==> src/rtl/hz6_pkg.sv <==
package hz6_pkg;
  // decode comparator operand source
  typedef enum logic [1:0] {
    ID_RF = 2'd0,
    ID_MR = 2'd1,
    ID_MW = 2'd2
  } id_src_e;

  // execute operand source
  typedef enum logic [1:0] {
    EX_PIPE = 2'd0,
    EX_MR   = 2'd1,
    EX_MW   = 2'd2,
    EX_WB   = 2'd3
  } ex_src_e;

  localparam int OPS   = 2; // source operands per instruction
  localparam int PRODS = 3; // producer stages visible to execute
endpackage

==> src/rtl/hz6_match.sv <==
module hz6_match #(
  parameter int REG_W = 5
) (
  input  logic [REG_W-1:0] src,
  input  logic             used,
  input  logic             prod_valid,
  input  logic             prod_wr,
  input  logic [REG_W-1:0] prod_rd,
  output logic             hit
);
  // register zero is hardwired and never a real dependency
  assign hit = used && prod_valid && prod_wr &&
               (prod_rd == src) && (prod_rd != '0);
endmodule

==> src/rtl/hz6_id_sel.sv <==
module hz6_id_sel
  import hz6_pkg::*;
#(
  parameter int REG_W = 5
) (
  input  logic [REG_W-1:0] src,
  input  logic             used,
  input  logic             ex_valid,
  input  logic             ex_wr,
  input  logic [REG_W-1:0] ex_rd,
  input  logic             mr_valid,
  input  logic             mr_alu,
  input  logic             mr_load,
  input  logic [REG_W-1:0] mr_rd,
  input  logic             mw_valid,
  input  logic             mw_wr,
  input  logic [REG_W-1:0] mw_rd,
  output logic [1:0]       sel,
  output logic             stall_req
);
  logic ex_hit, mr_ld_hit, mr_alu_hit, mw_hit;

  hz6_match #(.REG_W(REG_W)) u_ex (
    .src(src), .used(used), .prod_valid(ex_valid), .prod_wr(ex_wr),
    .prod_rd(ex_rd), .hit(ex_hit));
  hz6_match #(.REG_W(REG_W)) u_mr_ld (
    .src(src), .used(used), .prod_valid(mr_valid), .prod_wr(mr_load),
    .prod_rd(mr_rd), .hit(mr_ld_hit));
  hz6_match #(.REG_W(REG_W)) u_mr_alu (
    .src(src), .used(used), .prod_valid(mr_valid), .prod_wr(mr_alu),
    .prod_rd(mr_rd), .hit(mr_alu_hit));
  hz6_match #(.REG_W(REG_W)) u_mw (
    .src(src), .used(used), .prod_valid(mw_valid), .prod_wr(mw_wr),
    .prod_rd(mw_rd), .hit(mw_hit));

  // nothing computed in execute is ready for a decode compare,
  // and load data in memory-read exists only at the cycle end
  assign stall_req = ex_hit || mr_ld_hit;

  always_comb begin
    sel = ID_RF;
    if (mr_alu_hit)  sel = ID_MR;
    else if (mw_hit) sel = ID_MW;
  end
endmodule

==> src/rtl/hz6_ex_sel.sv <==
module hz6_ex_sel
  import hz6_pkg::*;
#(
  parameter int REG_W = 5
) (
  input  logic [REG_W-1:0] src,
  input  logic             used,
  input  logic             mr_valid,
  input  logic             mr_alu,
  input  logic [REG_W-1:0] mr_rd,
  input  logic             mw_valid,
  input  logic             mw_wr,
  input  logic [REG_W-1:0] mw_rd,
  input  logic             wb_valid,
  input  logic             wb_wr,
  input  logic [REG_W-1:0] wb_rd,
  output logic [1:0]       sel
);
  logic [PRODS-1:0] pv, pw, hit;
  logic [REG_W-1:0] prd [PRODS];

  // index 0 is the youngest producer
  assign pv = {wb_valid, mw_valid, mr_valid};
  assign pw = {wb_wr, mw_wr, mr_alu};
  assign prd[0] = mr_rd;
  assign prd[1] = mw_rd;
  assign prd[2] = wb_rd;

  for (genvar k = 0; k < PRODS; k++) begin : g_prod
    hz6_match #(.REG_W(REG_W)) u_m (
      .src(src), .used(used), .prod_valid(pv[k]), .prod_wr(pw[k]),
      .prod_rd(prd[k]), .hit(hit[k]));
  end

  always_comb begin
    sel = EX_PIPE;
    if (hit[0])      sel = EX_MR;
    else if (hit[1]) sel = EX_MW;
    else if (hit[2]) sel = EX_WB;
  end
endmodule

==> src/rtl/hazard_unit6.sv <==
module hazard_unit6
  import hz6_pkg::*;
#(
  parameter int REG_W = 5
) (
  input  logic             id_valid,
  input  logic [REG_W-1:0] id_rs,
  input  logic [REG_W-1:0] id_rt,
  input  logic             id_use_rs,
  input  logic             id_use_rt,
  input  logic             id_branch,
  input  logic             id_store,
  input  logic             ex_valid,
  input  logic [REG_W-1:0] ex_rs,
  input  logic [REG_W-1:0] ex_rt,
  input  logic             ex_use_rs,
  input  logic             ex_use_rt,
  input  logic [REG_W-1:0] ex_rd,
  input  logic             ex_alu,
  input  logic             ex_load,
  input  logic             mr_valid,
  input  logic [REG_W-1:0] mr_rd,
  input  logic             mr_alu,
  input  logic             mr_load,
  input  logic             mw_valid,
  input  logic [REG_W-1:0] mw_rt,
  input  logic             mw_store,
  input  logic [REG_W-1:0] mw_rd,
  input  logic             mw_alu,
  input  logic             mw_load,
  input  logic             wb_valid,
  input  logic [REG_W-1:0] wb_rd,
  input  logic             wb_alu,
  input  logic             wb_load,
  output logic             stall,
  output logic [1:0]       fwd_id_a,
  output logic [1:0]       fwd_id_b,
  output logic [1:0]       fwd_ex_a,
  output logic [1:0]       fwd_ex_b,
  output logic             fwd_mw_st
);
  logic             ex_wr, mw_wr, wb_wr;
  logic [REG_W-1:0] id_src [OPS];
  logic [REG_W-1:0] ex_src [OPS];
  logic [OPS-1:0]   id_use, ex_use, lu_use, br_use, lu_hit, br_req;
  logic [1:0]       id_sel [OPS];
  logic [1:0]       ex_sel [OPS];

  assign ex_wr = ex_alu || ex_load;
  assign mw_wr = mw_alu || mw_load;
  assign wb_wr = wb_alu || wb_load;

  assign id_src[0] = id_rs;
  assign id_src[1] = id_rt;
  assign ex_src[0] = ex_rs;
  assign ex_src[1] = ex_rt;
  assign id_use    = {id_use_rt, id_use_rs};
  assign ex_use    = {ex_use_rt, ex_use_rs};

  // execute-time consumers in decode: a store's data goes to memory-write
  assign lu_use[0] = id_valid && id_use[0] && !id_branch;
  assign lu_use[1] = id_valid && id_use[1] && !id_branch && !id_store;
  // decode-time consumers: branch comparator
  assign br_use    = {OPS{id_valid && id_branch}} & id_use;

  for (genvar op = 0; op < OPS; op++) begin : g_op
    hz6_match #(.REG_W(REG_W)) u_lu (
      .src(id_src[op]), .used(lu_use[op]), .prod_valid(ex_valid),
      .prod_wr(ex_load), .prod_rd(ex_rd), .hit(lu_hit[op]));

    hz6_id_sel #(.REG_W(REG_W)) u_idsel (
      .src(id_src[op]), .used(br_use[op]),
      .ex_valid(ex_valid), .ex_wr(ex_wr), .ex_rd(ex_rd),
      .mr_valid(mr_valid), .mr_alu(mr_alu), .mr_load(mr_load), .mr_rd(mr_rd),
      .mw_valid(mw_valid), .mw_wr(mw_wr), .mw_rd(mw_rd),
      .sel(id_sel[op]), .stall_req(br_req[op]));

    hz6_ex_sel #(.REG_W(REG_W)) u_exsel (
      .src(ex_src[op]), .used(ex_valid && ex_use[op]),
      .mr_valid(mr_valid), .mr_alu(mr_alu), .mr_rd(mr_rd),
      .mw_valid(mw_valid), .mw_wr(mw_wr), .mw_rd(mw_rd),
      .wb_valid(wb_valid), .wb_wr(wb_wr), .wb_rd(wb_rd),
      .sel(ex_sel[op]));
  end

  hz6_match #(.REG_W(REG_W)) u_stfwd (
    .src(mw_rt), .used(mw_valid && mw_store), .prod_valid(wb_valid),
    .prod_wr(wb_wr), .prod_rd(wb_rd), .hit(fwd_mw_st));

  assign stall    = (|lu_hit) || (|br_req);
  assign fwd_id_a = id_sel[0];
  assign fwd_id_b = id_sel[1];
  assign fwd_ex_a = ex_sel[0];
  assign fwd_ex_b = ex_sel[1];
endmodule

==> config.mk <==
export PLATFORM = sky130hd
export DESIGN_NAME = hazard_unit6
export DESIGN_NICKNAME = d
export VERILOG_FILES = /design/src/rtl/hz6_pkg.sv /design/src/rtl/hz6_match.sv /design/src/rtl/hz6_id_sel.sv /design/src/rtl/hz6_ex_sel.sv /design/src/rtl/hazard_unit6.sv
export SDC_FILE = /design/constraint.sdc
export NUM_CORES = 1
export LEC_CHECK = 0
export ABC_AREA = 1
export BUFFER_PORTS_ARGS = -buffer_cell sky130_fd_sc_hd__buf_2
export CAP_MARGIN = 30
export CELL_PAD_IN_SITES_DETAIL_PLACEMENT = 0
export CELL_PAD_IN_SITES_GLOBAL_PLACEMENT = 1
export CORE_UTILIZATION = 30
export DETAILED_ROUTE_END_ITERATION = 7
export PLACE_DENSITY_LB_ADDON = 0.1
export RECOVER_POWER = 100
export SLEW_MARGIN = 20
export SYNTH_ARGS = -nofsm -noshare
export SYNTH_HDL_FRONTEND = slang
export SYNTH_SLANG_ARGS = --single-unit
==> constraint.sdc <==
create_clock -name vclk -period 2.8
set_input_delay 0.42 -clock vclk [all_inputs]
set_output_delay 0.42 -clock vclk [all_outputs]
set_load 0.005 [all_outputs]
==> results.yml, run 1 <==
die:
  initial_core_util: 0.314
  ios: 75
  die_y_um: 66.7
  core_area_um2: 4000
  row_count: 23
  die_width_um: 66.7
  die_area_um2: 4450
min_path:
  hp-class: "in2out"
sta:
  final.setup.tns_ns: 0
  max-slew-margin-rel: 0.713
  setup_viol: 0
  hold_viol: 0
  worst_pin_slew_ns: 0.428
  rsz0062_at_grt: "false"
  drv_slew: 0
  fmax_mhz: 473
  finalCritPeriodShare: 0.755
  min_period_ns: 2.11
setup_path:
  path_cells: "clkbuf_1, inv_1, nand2_1, nor3_1, nor2_1, nand3_2, nand2_1, and2_1, buf_2"
  cpPeakStageDelay_ns: 0.38
  worst_path_most_repeated_cell: "nand2_1"
  crit_type: "in2out"
  cp.required_ns: 2.38
  cp.arrival_ns: 1.69
  worstPathMaxFanout: 6
  start_kind: "input port"
  cp_slowest_cell: "nor3_1"
  end_kind: "primary output"
synthesis:
  yosys-top-cells-area: "nand2_1, xor2_1, xnor2_1, nor2_1, nand4_1"
  ys_types: 25
  avgSynthCellArea_um2: 5.06
  yosysTopAreaCell: "nand2_1"
  synth_area_um2: 1250
  yosysTopAreaCellShare: 0.239
  syn-num-nets: 313
  syn_inst: 248
  ys_seq_area_frac: 0
  yosysWarnings: 0
placed_design:
  dpl.hpwl_mm: 3.92
  gp_congestion: 0.782
  place.port_buffers: 75
  place_area_um2: 1670
detailed_routing:
  drt_wl_total_mm: 4.43
  route.met2.wl_mm: 2.29
  vias: 1744
  viasPerCell: 4.73
  top_layer_used: "met4"
  dr.pass1.iters: 4
  wl_met3_um: 204
  detail-route-antenna-nets: 0
  route.detailed.drc: 0
  drt-initial-drc-count: 45
  wl_met1_mm: 1.90
  wl_per_cell_um: 12.0
grt:
  grt_pass1_wl_mm: 7.25
  groute.usage.overall: 0.212
  gr-total-overflow: 0
  first_global_vias: 1629
  grt_max_degree: 7
  antenna_found_initial: 0
power_and_ir_drop:
  p_total_uw: 213
  leakage_uw: 0.000966
  p_per_area_nw_per_um2: 129
  vdd.ir_drop.worst_uv: 47.1
job:
  drv_cap: 0
cells_and_area:
  final_area_um2: 1650
  post_route_cells_drive_above_1_share: 0.266
  area_growth_pct: 31.2
  nClkBuffers: 0
  diodes: 0
  nFlopsAndLatches: 0
  seqCellArea_um2: 0
  nNetsFinal: 386
  fill_cells: 501
clocking:
  cts_hold_buf: 0
  cts_setup_buffers: 0
  cts_resized: 0
outcome:
  outcome: "completed"
==> area by class of cell <==
| type | count | area (µm²) | area share |
|---|---|---|---|
| inverters | 38 | 143 | 0.0866 |
| multi-input cells | 206 | 1070 | 0.650 |
| well taps | 50 | 62.6 | 0.0380 |
| repair buffers | 75 | 372 | 0.226 |
==> kinds of logic after synthesis <==
| group | synth area share |
|---|---|
| AOI/OAI and AO/OA | 0.0498 |
| xor gates and xnor gates | 0.230 |
| and+or+nand+nor | 0.584 |
| buffers and inverters | 0.136 |
==> metal layers <==
layer | global-route usage | vias up
met5 | 0 | -
met4 | 0.0160 | 0
met3 | 0.00514 | 2
met2 | 0.420 | 56
met1 | 0.256 | 757
li1 | - | 929
==> metrics by stage <==
stage,hold slack (ns),setup slack [ns],utilization,std cells
global route,1.23,0.452,0.412,369
floorplan,1.04,1.22,-,248
finish,1.18,0.685,0.412,369
global placement,1.20,0.870,0.416,369
detailed placement,1.20,0.882,0.416,369
CTS,1.20,0.880,0.416,369
==> synthesized netlist by cell type <==
cell type,instances
a21oi_1,3
nand3_1,8
nand4_1,16
nand2_2,1
o22ai_1,4
clkinv_1,1
nand3b_1,1
nand3_2,2
o21ai_0,2
nor3_1,13
nor3_2,4
o211ai_1,1
or2_0,2
and2_1,2
nor2_1,31
buf_2,1
xnor2_1,14
inv_2,11
or2_1,1
xor2_1,19
and3_1,1
buf_4,3
inv_1,26
nand2_1,80
o21ai_1,1
==> placed cells by master (no fill, tap or decap), types with 2 or more instances in the layout <==
master,n
a21oi_1,3
nand4_1,16
inv_1,28
nand3_1,8
xnor2_1,14
or2_0,2
clkbuf_1,3
o21ai_0,3
nand2_1,80
inv_2,9
xor2_1,19
o22ai_1,4
nor3_1,16
nand3_2,2
nor2_1,31
buf_2,72
==> worst max-delay path, delay by kind of cell <==
kind	cells	cell delay [ns]
buffers and inverters	3	0.44
AND/OR/NAND/NOR	6	0.84
==> path summary, 6_finish.rpt <==
kind / from / to / slack (ns) / cells after the start
setup / recovery: mw_rd[1] / fwd_ex_b[1] / 0.69 / 9
hold / removal: mr_alu / fwd_id_a[0] / 1.18 / 4
==> power by group <==
part	internal, µW	leakage (µW)	total, µW	switching (µW)
combinational	90.2	0.000966	213	123
clock	0	0	0	0
sequential	0	0	0	0
total	90.2	0.000966	213	123
(Power assumes the default switching activity.)
==> inputs of run 2 (changes only) <==
--- a/config.mk
+++ b/config.mk
@@ -5,12 +5,12 @@
 export SDC_FILE = /design/constraint.sdc
 export NUM_CORES = 1
 export LEC_CHECK = 0
-export ABC_AREA = 1
+export ABC_AREA = 0
 export BUFFER_PORTS_ARGS = -buffer_cell sky130_fd_sc_hd__buf_2
 export CAP_MARGIN = 30
 export CELL_PAD_IN_SITES_DETAIL_PLACEMENT = 0
 export CELL_PAD_IN_SITES_GLOBAL_PLACEMENT = 1
-export CORE_UTILIZATION = 30
+export CORE_UTILIZATION = 25
 export DETAILED_ROUTE_END_ITERATION = 7
 export PLACE_DENSITY_LB_ADDON = 0.1
 export RECOVER_POWER = 100
==> constraint.sdc (replaced) <==
create_clock -name vclk -period 1.7
set_input_delay 0.255 -clock vclk [all_inputs]
set_output_delay 0.255 -clock vclk [all_outputs]
set_load 0.005 [all_outputs]
==> results.yml, run 2 <==
outcome:
  outcome: "finished, violations left"
  violations: "negative setup slack"
placed_design:
  place_area_um2: 1590
  dpl.hpwl_mm: 3.25
  place.port_buffers: 75
  gp_congestion: 0.870
  dpl.cell_count: 275
detailed_routing:
  drt_wl_total_mm: 3.75
  route.detailed.drc: 0
  viasPerCell: 4.62
  dr.pass1.iters: 4
  vias: 1290
  detail-route-antenna-nets: 0
  drt-initial-drc-count: 25
  wl_per_cell_um: 13.4
cells_and_area:
  final_common_cell: "buf_2"
  fin_util: 0.495
  nFlopsAndLatches: 0
  multiInputGateArea_um2: 1100
  finalNonFillerCells: 279
  nNetsFinal: 298
  seqCellArea_um2: 0
  post_route_cells_drive_above_1_share: 0.567
  nClkBuffers: 0
  fill_cells: 379
  most-common-layout-cells: "buf_2, buf_4, xnor2_1, xor2_1"
  area_growth_pct: 83.7
  final_area_um2: 1870
  diodes: 0
power_and_ir_drop:
  netSwitchingPower_uw: 191
  p_per_area_nw_per_um2: 233
  power_frac_seq: 0
  internal_power_uw: 243
  p_clk_frac: 0
  p_sw_frac: 0.441
  leakage_uw: 0.000826
  vdd.ir_drop.worst_uv: 110
  p_comb_frac: 1.000
setup_path:
  cp_num_buf_inv: 3
  path_cells: "buf_6, buf_6, xnor2_4, nand4_1, or4_4, o31ai_1, and2_1, buf_2"
  cp.required_ns: 1.44
  worstPathMaxFanout: 2
  cp_slowest_cell: "or4_4"
  start_kind: "input port"
  crit_type: "in2out"
  cp.arrival_ns: 1.57
  worst_path_most_repeated_cell: "buf_6"
  crit_family: "simple AND/OR/NAND/NOR gates"
  end_kind: "primary output"
  cpPeakStageDelay_ns: 0.53
sta:
  drv_slew: 0
  timing.final.ws_setup_ns: -0.123
  finalCritPeriodShare: 1.07
  worst_pin_slew_ns: 0.352
  final.setup.tns_ns: -0.333
  setup_viol: 7
  hold_viol: 0
  min_period_ns: 1.82
  whs_ns: 0.830
  rsz0062_at_grt: "true"
  max-slew-margin-rel: 0.763
  fmax_mhz: 549
die:
  die_area_um2: 4320
  die_y_um: 65.8
  core_area_um2: 3770
  die_width_um: 65.8
  initial_core_util: 0.269
  ios: 75
  row_count: 22
grt:
  groute.usage.overall: 0.172
  gr-total-overflow: 0
  first_global_vias: 1217
  grt_pass1_wl_mm: 5.80
  grt_max_degree: 6
  antenna_found_initial: 0
synthesis:
  ys_seq_area_frac: 0
  yosysMostFrequentCell: "xnor2_1"
  syn-num-nets: 201
  yosysTopAreaCellShare: 0.328
  avgSynthCellArea_um2: 7.47
  synth_area_um2: 1020
  synthTopCellsByCount: "xnor2_1, xor2_1, nand4_1, nor4_1"
  yosys-top-cells-area: "xnor2_1, xor2_1, nand4_1, or4_1, nor4_1"
  syn_inst: 136
  yosysWarnings: 0
  yosysTopAreaCell: "xnor2_1"
  ys_types: 27
min_path:
  hp-class: "in2out"
job:
  drv_cap: 0
clocking:
  cts_hold_buf: 0
[run 2: timing repair]
action	in CTS	in global routing
resized for setup	24	26
pin swaps	6	13
buffers inserted	4	0
gates cloned	0	0
endpoints found under the setup margin	8	7
[run 2: layout make-up]
class | instances | area share
multi-input cells | 124 | 0.591
repair buffers | 107 | 0.377
well taps | 48 | 0.0322
[run 2: power by group through the flow]
stage | logic (µW) | clock network [µW] | registers, µW
floorplan | 176 | 0 | 0
finish | 434 | 0 | 0
global route | 470 | 0 | 0
CTS | 405 | 0 | 0
detailed placement | 366 | 0 | 0
global placement | 357 | 0 | 0
[run 2: path summary, 6_finish.rpt]
kind	startpoint	to	depth (start not counted)
setup / recovery	wb_rd[2]	fwd_ex_b[1]	8
hold / removal	mr_load	stall	3
[run 2: worst min-delay path: cells and delay by family]
family                 cells  cell delay [ns]
buffers and inverters      2             0.18
AO/OA/AOI/OAI              1             0.14
[run 2: metal layers]
metal / track usage / vias up / share of wire / wire length, µm
li1: - / 670 / - / -
met1: 0.259 / 579 / 0.48 / 1810
met2: 0.278 / 41 / 0.46 / 1730
met3: 0.0104 / 0 / 0.057 / 215
met4: 0 / 0 / 0 / 0
met5: 0 / - / 0 / 0
[run 2: metrics by stage]
stage,worst slack [ns],total power (µW)
2_1_floorplan,0.0428,176
3_3_place_gp,-0.198,357
3_5_place_dp,-0.221,366
6_report,-0.123,434
4_1_cts,-0.0851,405
5_1_grt,-0.203,470
[run 2: logic make-up (layout without fill, tap and decap cells)]
kind of cell    Yosys count  after routing  share of synthesized area
simple gates             49             49                      0.277
buf+inv                  12            107                     0.0677
compound gates           10             10                     0.0948
xor+xnor                 65             65                      0.560
